## src/rtl/pkt_framer_pkg.sv

```systemverilog
package pkt_framer_pkg;
  typedef enum logic [2:0] {
    K_PRIM  = 3'd0,
    K_WRITE = 3'd1,
    K_READ  = 3'd2,
    K_COPY  = 3'd3,
    K_MISC  = 3'd4
  } pkt_kind_e;

  typedef enum logic [1:0] {
    STRIP_NONE   = 2'd0,
    STRIP_FLAT   = 2'd1,
    STRIP_SHADED = 2'd2
  } strip_e;

  typedef enum logic {
    ST_COLLECT = 1'b0,
    ST_EMIT    = 1'b1
  } fsm_e;

  localparam logic [31:0] TERM_MASK  = 32'hF000_F000;
  localparam logic [31:0] TERM_MATCH = 32'h5000_5000;
  localparam int          FLAT_SCAN_FROM   = 3;
  localparam int          SHADED_SCAN_FROM = 4;
  localparam logic [7:0]  OP_IRQ     = 8'h1F;
endpackage

```

## src/rtl/cmd_len_decode.sv

```systemverilog
module cmd_len_decode
  import pkt_framer_pkg::*;
(
  input  logic [7:0] op,
  output logic [3:0] extra,
  output pkt_kind_e  kind,
  output strip_e     strip,
  output logic       is_env,
  output logic       is_irq
);
  always_comb begin
    extra  = 4'd0;
    kind   = K_MISC;
    strip  = STRIP_NONE;
    is_env = 1'b0;
    is_irq = 1'b0;
    if (op == 8'h02) begin
      extra = 4'd2;
      kind  = K_PRIM;
    end else if (op == OP_IRQ) begin
      is_irq = 1'b1;
    end else if (op[7:5] == 3'b001) begin
      kind = K_PRIM;
      case (op[4:2])
        3'd0: extra = 4'd3;
        3'd1: extra = 4'd6;
        3'd2: extra = 4'd4;
        3'd3: extra = 4'd8;
        3'd4: extra = 4'd5;
        3'd5: extra = 4'd8;
        3'd6: extra = 4'd7;
        default: extra = 4'd11;
      endcase
    end else if (op[7:4] == 4'h4) begin
      kind = K_PRIM;
      if (op[3]) begin
        strip = STRIP_FLAT;
        extra = 4'd2;
      end else begin
        extra = 4'd2;
      end
    end else if (op[7:4] == 4'h5) begin
      kind = K_PRIM;
      extra = 4'd3;
      if (op[3]) strip = STRIP_SHADED;
    end else if (op[7:5] == 3'b011) begin
      kind = K_PRIM;
      case (op[4:2])
        3'd0: extra = 4'd2;
        3'd1: extra = 4'd3;
        3'd2: extra = 4'd1;
        3'd3: extra = 4'd0;
        3'd4: extra = 4'd1;
        3'd5: extra = 4'd2;
        3'd6: extra = 4'd1;
        default: extra = 4'd2;
      endcase
    end else if (op[7:5] == 3'b100) begin
      kind  = K_COPY;
      extra = 4'd3;
    end else if (op[7:5] == 3'b101) begin
      kind  = K_WRITE;
      extra = 4'd2;
    end else if (op[7:5] == 3'b110) begin
      kind  = K_READ;
      extra = 4'd2;
    end else if (op[7:3] == 5'b11100) begin
      is_env = 1'b1;
    end
  end
endmodule

```

## src/rtl/pkt_store.sv

```systemverilog
module pkt_store #(
  parameter int DEPTH  = 16,
  parameter int WIDTH  = 32,
  parameter int ADDR_W = $clog2(DEPTH)
) (
  input  logic              clk,
  input  logic              wr_en,
  input  logic [ADDR_W-1:0] wr_addr,
  input  logic [WIDTH-1:0]  wr_data,
  input  logic              rd_en,
  input  logic [ADDR_W-1:0] rd_addr,
  output logic [WIDTH-1:0]  rd_data
);
  logic [WIDTH-1:0] mem [DEPTH];

  always_ff @(posedge clk) begin
    if (wr_en) mem[wr_addr] <= wr_data;
  end

  always_ff @(posedge clk) begin
    if (rd_en) rd_data <= mem[rd_addr];
  end
endmodule

```

## src/rtl/env_regfile.sv

```systemverilog
module env_regfile #(
  parameter int NUM   = 8,
  parameter int SEL_W = $clog2(NUM)
) (
  input  logic              clk,
  input  logic              rst,
  input  logic              we,
  input  logic [SEL_W-1:0]  sel,
  input  logic [31:0]       wdata,
  output logic [32*NUM-1:0] regs_flat,
  output logic [12:0]       status
);
  logic [31:0] regs [NUM];

  always_ff @(posedge clk) begin
    if (rst) begin
      for (int i = 0; i < NUM; i++) regs[i] <= '0;
    end else if (we) begin
      regs[sel] <= wdata;
    end
  end

  // summary kept as its own register, loaded in step with the file
  always_ff @(posedge clk) begin
    if (rst) begin
      status <= '0;
    end else if (we) begin
      if (sel == SEL_W'(1)) status[10:0]  <= wdata[10:0];
      if (sel == SEL_W'(6)) status[12:11] <= wdata[1:0];
    end
  end

  for (genvar g = 0; g < NUM; g++) begin : g_flat
    assign regs_flat[32*g +: 32] = regs[g];
  end
endmodule

```

## src/rtl/cmd_packet_framer.sv

```systemverilog
module cmd_packet_framer
  import pkt_framer_pkg::*;
#(
  parameter int BUF_DEPTH = 16,
  parameter int ENV_NUM   = 8,
  parameter int IDX_W     = $clog2(BUF_DEPTH)
) (
  input  logic                  clk,
  input  logic                  rst,
  input  logic                  in_valid,
  output logic                  in_ready,
  input  logic [31:0]           in_word,
  output logic                  pkt_valid,
  output logic [2:0]            pkt_kind,
  output logic [7:0]            pkt_op,
  output logic [IDX_W-1:0]      pkt_idx,
  output logic                  pkt_last,
  output logic [31:0]           pkt_word,
  output logic                  irq_pulse,
  output logic [32*ENV_NUM-1:0] env_regs,
  output logic [12:0]           status
);
  localparam int ENV_SEL_W = $clog2(ENV_NUM);
  localparam logic [IDX_W-1:0] LAST_SLOT = IDX_W'(BUF_DEPTH - 1);

  fsm_e             state;
  logic [IDX_W-1:0] cnt, last_idx, emit_ptr;
  logic [7:0]       hdr_op;
  pkt_kind_e        hdr_kind;
  strip_e           hdr_strip;
  logic [3:0]       hdr_extra;

  logic [3:0] dec_extra;
  pkt_kind_e  dec_kind;
  strip_e     dec_strip;
  logic       dec_env, dec_irq;

  cmd_len_decode u_dec (
    .op     (in_word[31:24]),
    .extra  (dec_extra),
    .kind   (dec_kind),
    .strip  (dec_strip),
    .is_env (dec_env),
    .is_irq (dec_irq)
  );

  logic       accept, first, direct, buffered;
  logic [3:0] cur_extra;
  strip_e     cur_strip;
  logic       term_hit, close_fixed, close_flat, close_shaded, close_full, close_now;

  assign in_ready  = (state == ST_COLLECT);
  assign accept    = in_valid && in_ready;
  assign first     = (cnt == '0);
  assign direct    = first && (dec_env || dec_irq);
  assign buffered  = accept && !direct;
  assign cur_extra = first ? dec_extra : hdr_extra;
  assign cur_strip = first ? dec_strip : hdr_strip;
  assign term_hit  = ((in_word & TERM_MASK) == TERM_MATCH);

  assign close_fixed  = (cur_strip == STRIP_NONE) && (cnt == IDX_W'(cur_extra));
  assign close_flat   = (cur_strip == STRIP_FLAT) && (cnt >= IDX_W'(FLAT_SCAN_FROM)) && term_hit;
  assign close_shaded = (cur_strip == STRIP_SHADED) && (cnt >= IDX_W'(SHADED_SCAN_FROM))
                        && !cnt[0] && term_hit;
  assign close_full   = (cnt == LAST_SLOT);
  assign close_now    = close_fixed || close_flat || close_shaded || close_full;

  logic emit_rd;
  assign emit_rd = (state == ST_EMIT);

  pkt_store #(.DEPTH(BUF_DEPTH), .WIDTH(32), .ADDR_W(IDX_W)) u_store (
    .clk     (clk),
    .wr_en   (buffered),
    .wr_addr (cnt),
    .wr_data (in_word),
    .rd_en   (emit_rd),
    .rd_addr (emit_ptr),
    .rd_data (pkt_word)
  );

  env_regfile #(.NUM(ENV_NUM), .SEL_W(ENV_SEL_W)) u_env (
    .clk       (clk),
    .rst       (rst),
    .we        (accept && first && dec_env),
    .sel       (in_word[24 +: ENV_SEL_W]),
    .wdata     (in_word),
    .regs_flat (env_regs),
    .status    (status)
  );

  // collection and sequencing
  always_ff @(posedge clk) begin
    if (rst) begin
      state     <= ST_COLLECT;
      cnt       <= '0;
      last_idx  <= '0;
      emit_ptr  <= '0;
      hdr_op    <= '0;
      hdr_kind  <= K_MISC;
      hdr_strip <= STRIP_NONE;
      hdr_extra <= '0;
    end else if (state == ST_COLLECT) begin
      if (buffered) begin
        if (first) begin
          hdr_op    <= in_word[31:24];
          hdr_kind  <= dec_kind;
          hdr_strip <= dec_strip;
          hdr_extra <= dec_extra;
        end
        if (close_now) begin
          state    <= ST_EMIT;
          last_idx <= cnt;
          emit_ptr <= '0;
          cnt      <= '0;
        end else begin
          cnt <= cnt + 1'b1;
        end
      end
    end else begin
      emit_ptr <= emit_ptr + 1'b1;
      if (emit_ptr == last_idx) state <= ST_COLLECT;
    end
  end

  // registered packet side-band, aligned with the store read port
  always_ff @(posedge clk) begin
    if (rst) begin
      pkt_valid <= 1'b0;
      pkt_kind  <= K_MISC;
      pkt_op    <= '0;
      pkt_idx   <= '0;
      pkt_last  <= 1'b0;
      irq_pulse <= 1'b0;
    end else begin
      irq_pulse <= accept && first && dec_irq;
      pkt_valid <= emit_rd;
      if (emit_rd) begin
        pkt_kind <= hdr_kind;
        pkt_op   <= hdr_op;
        pkt_idx  <= emit_ptr;
        pkt_last <= (emit_ptr == last_idx);
      end else begin
        pkt_last <= 1'b0;
      end
    end
  end
endmodule

```

## config.mk

```make
export PLATFORM = sky130hd
export DESIGN_NAME = cmd_packet_framer
export DESIGN_NICKNAME = d
export VERILOG_FILES = /design/src/rtl/pkt_framer_pkg.sv /design/src/rtl/cmd_len_decode.sv /design/src/rtl/pkt_store.sv /design/src/rtl/env_regfile.sv /design/src/rtl/cmd_packet_framer.sv
export SDC_FILE = /design/constraint.sdc
export NUM_CORES = 1
export LEC_CHECK = 0
export BUFFER_PORTS_ARGS = -buffer_cell sky130_fd_sc_hd__buf_2
export CORE_MARGIN = 2
export CORE_UTILIZATION = 58
export DETAILED_ROUTE_END_ITERATION = 8
export PLACE_DENSITY = 0.8
export SYNTH_ARGS = -nofsm -noshare
export SYNTH_HDL_FRONTEND = slang
export SYNTH_HIERARCHICAL = 1
export SYNTH_SLANG_ARGS = --single-unit
export TNS_END_PERCENT = 100
```

## constraint.sdc

```tcl
create_clock -name clk -period 5.8 [get_ports clk]
set_input_delay 1.16 -clock clk [delete_from_list [all_inputs] [get_ports clk]]
set_output_delay 1.16 -clock clk [all_outputs]
set_load 0.01 [all_outputs]
```

==> run_results.csv <==
group,metric,value,unit
status,status,"complete, no violations",
critical_path,slowest_stage,"or3b_2",
global_routing,track_usage,0.297,
sta,rsz0062_at_grt,"no",
sta,clock.fmax,0.255,GHz
synth,netlist_area,0.0326,mm2
die,die-area,0.0581,mm2
routing,drcViolationCount,0,
job,drv_cap,0,
power_and_ir_drop,internal_power,10.4,mW
routing,viasPerCell,6.16,
power_and_ir_drop,p_switching,3.03,mW
critical_path,cp_top_family,"simple AND/OR/NAND/NOR gates",
sta,slew_violations,0,
clocking,path_clk_slew,0.06,ns
sta,setup_viol,0,
cells_and_area,mostFrequentLayoutCells,"edfxtp_1, buf_2, and2_1",
synth,yosysUniqueCellTypes,73,
critical_path,crit_required,6.11,ns
synth,synthCells,1713,
global_routing,gr-total-overflow,0,
power_and_ir_drop,max-vdd-ir-drop,0.000436,V
power_and_ir_drop,p_clk_frac,0.405,
die,dieHeight,241,um
cells_and_area,diodes,0,
sta,fin_crit_sh,0.676,
routing,vias,18067,
critical_path,critPathMaxFanout,41,
synth,ys.flop_type,"edfxtp_1",
global_routing,grt_pass1_vias,18675,
critical_path,worstSetupPathType,"in -> reg",
routing,firstDrtPassIters,5,
critical_path,cp-end-kind,"register",
critical_path,critPathBufInv,3,
synth,yosysSeqAreaShare,0.775,
sta,finalHoldViolCount,0,
sta,worst_pin_slew,1.06,ns
placed_design,portBuffers,354,
sta,period_minus_slack,3.92,ns
critical_path,critPathMaxStageDelay,0.59,ns
placed_design,gp_congestion,0.912,
power_and_ir_drop,cellLeakagePower,13.5,nW
die,dieWidth,241,um
sta,whs,0.464,ns
worst_hold_path,hold_path.class,"reg -> reg",
routing,ant_nets,0,
clocking,cts_sinks,861,
clocking,cts_tree,"yes",
clocking,cts_buffer_depth,3,
routing,drt-initial-drc-count,1959,
clocking,holdBufCountCts,0,
synth,synth_edf_count,800,
synth,syn_area_per_cell,19.0,um2
clocking,numCtsBuffers,85,
power_and_ir_drop,p_sw_frac,0.225,
power_and_ir_drop,power_frac_comb,0.069,
synth,ys_warn_count,6,
die,coreArea,0.0553,mm2
sta,tns,0,ns
die,start_util,0.589,
cells_and_area,mostFrequentLayoutCell,"edfxtp_1",
synth,synth-seq-cells,861,
die,io_pins,355,
clocking,cts_setup_buffers,0,
clocking,cts_resized,0,
cells_and_area,drive_above_1_share,0.331,
clocking,cts-root-buf,"clkbuf_16",
routing,wire_per_inst,28.6,um
cells_and_area,fin_nets,2156,
sta,fin_worst_skew,0.0275,ns
synth,synth-async-reset-ratio,0,
power_and_ir_drop,powerDensity,353,mW/mm2
die,num_rows,86,
clocking,clk_latency,0.65,ns
global_routing,grt_start_max_net_pins,63,
global_routing,grt_first_pass_wirelength,123000,um
power_and_ir_drop,seqPwrFrac,0.525,
routing,finalWirelength,84000,um
critical_path,crit_chain,"buf_2, and4_2, and4b_1, nor2_1, o21ai_2, inv_2, or3b_2, nor2_4, buf_4",
placed_design,hpwl,50100,um
critical_path,worst_ep_arrival_time,4.23,ns
clocking,h-tree-depth,3,
cells_and_area,syn2layout_area_growth,17.1,%
synth,synth_nets,1753,
global_routing,antenna_found_initial,2,
sta,slew_headroom,0.293,
critical_path,crit_path_start_kind,"input pin",
==> sequential cells by signal, indices dropped and copies added (netlist names) <==
| signal | count |
|---|---|
| u_store/mem | 512 |
| u_env/regs | 256 |
| u_store/rd_data | 32 |
| u_env/status | 13 |
| hdr_op | 8 |
| pkt_op | 8 |
| cnt | 4 |
| emit_ptr | 4 |
| hdr_extra | 4 |
| last_idx | 4 |
| pkt_idx | 4 |
| hdr_kind | 3 |
| pkt_kind | 3 |
| hdr_strip | 2 |
| emit_rd | 1 |
| irq_pulse | 1 |
| pkt_last | 1 |
| pkt_valid | 1 |
==> power groups by stage <==
| stage | combinational (mW) | sequential, mW | clock (mW) |
|---|---|---|---|
| 3_5_place_dp | 0.924 | 7.20 | 0 |
| 4_1_cts | 0.935 | 7.08 | 5.52 |
| 5_1_grt | 0.995 | 7.09 | 5.75 |
| 3_3_place_gp | 0.903 | 7.19 | 0 |
| 2_1_floorplan | 0.496 | 7.21 | 0 |
| 6_report | 0.936 | 7.07 | 5.46 |
==> worst register-to-register path: cells and delay by family, from the launching register on <==
family	cells	cell delay, ns
DFF	1	0.54
adders and majority gates	1	0.29
buffers and inverters	2	0.57
and+or+nand+nor	5	2.12
==> cells by family after synthesis <==
kind of cell | count (synthesis) | synth area share
adder cells (fa/ha/maj) | 5 | 0.00192
AO/OA/AOI/OAI | 135 | 0.0309
multiplexers | 148 | 0.0947
buffers and inverters | 99 | 0.0138
flip-flops | 861 | 0.775
AND/OR/NAND/NOR | 457 | 0.0814
XOR/XNOR | 8 | 0.00215
==> cells in the mapped netlist (3+ instances only) <==
| cell type | instances | area [um2] |
|---|---|---|
| nor2b_1 | 4 | 25.0 |
| edfxtp_1 | 800 | 24000 |
| buf_4 | 10 | 75.1 |
| nand3_1 | 8 | 40.0 |
| nor3_1 | 7 | 35.0 |
| nor2_4 | 4 | 45.0 |
| or2_2 | 7 | 43.8 |
| clkbuf_1 | 37 | 139 |
| buf_2 | 10 | 50.1 |
| nand2_1 | 84 | 315 |
| and2_2 | 22 | 165 |
| or3_1 | 3 | 18.8 |
| a22o_1 | 12 | 105 |
| mux2i_1 | 20 | 200 |
| and2_1 | 235 | 1470 |
| buf_1 | 12 | 45.0 |
| ha_1 | 5 | 62.6 |
| nor2_1 | 45 | 169 |
| nand2b_1 | 9 | 56.3 |
| inv_1 | 15 | 56.3 |
| dfxtp_1 | 61 | 1220 |
| a21oi_1 | 27 | 135 |
| a22oi_1 | 64 | 480 |
| xnor2_1 | 6 | 52.6 |
| nand3b_1 | 5 | 37.5 |
| clkbuf_2 | 11 | 55.1 |
| mux4_2 | 128 | 2880 |
| o21ai_0 | 5 | 25.0 |
==> final timing paths <==
| path | cells past startpoint | slack, ns | to | startpoint |
|---|---|---|---|---|
| setup reg to reg | 8 | 1.89 | u_env/regs[0][22] | cnt[0] |
| hold / removal | 2 | 0.46 | hdr_op[7] | hdr_op[7] |
| setup / recovery | 9 | 1.88 | u_store/mem[1][26] | in_word[26] |
| hold reg to reg | 2 | 0.46 | hdr_op[7] | hdr_op[7] |
==> per-layer routing <==
layer  wire (um)  up-vias  GRT usage
li1            -     7463          -
met1       30100     9252      0.386
met2       41500     1184      0.485
met3        9770      168     0.0804
met4        2710        0      0.113
met5           0        -          0
==> area by class of cell <==
cell class,instances,area [um2]
inverters,17,63.8
clock inverters,58,572
multi-input cells,753,7000
well taps,748,936
flip-flops and latches,861,25300
repair buffers,398,2110
fillers,3455,17200
clock buffers,99,2190
==> stage by stage <==
stage | std cells | total power [mW] | worst slack (ns) | instance area (um2) | util
after floorplan | 1713 | 7.71 | 0.450 | 32600 | -
after global placement | 2777 | 8.10 | 1.39 | 35400 | 0.640
after detailed placement | 2777 | 8.13 | 1.27 | 35400 | 0.640
after CTS | 2934 | 13.5 | 1.92 | 38100 | 0.689
after global routing | 2934 | 13.8 | 1.70 | 38100 | 0.689
final | 2934 | 13.5 | 1.88 | 38100 | 0.689
(Power assumes the default switching activity.)
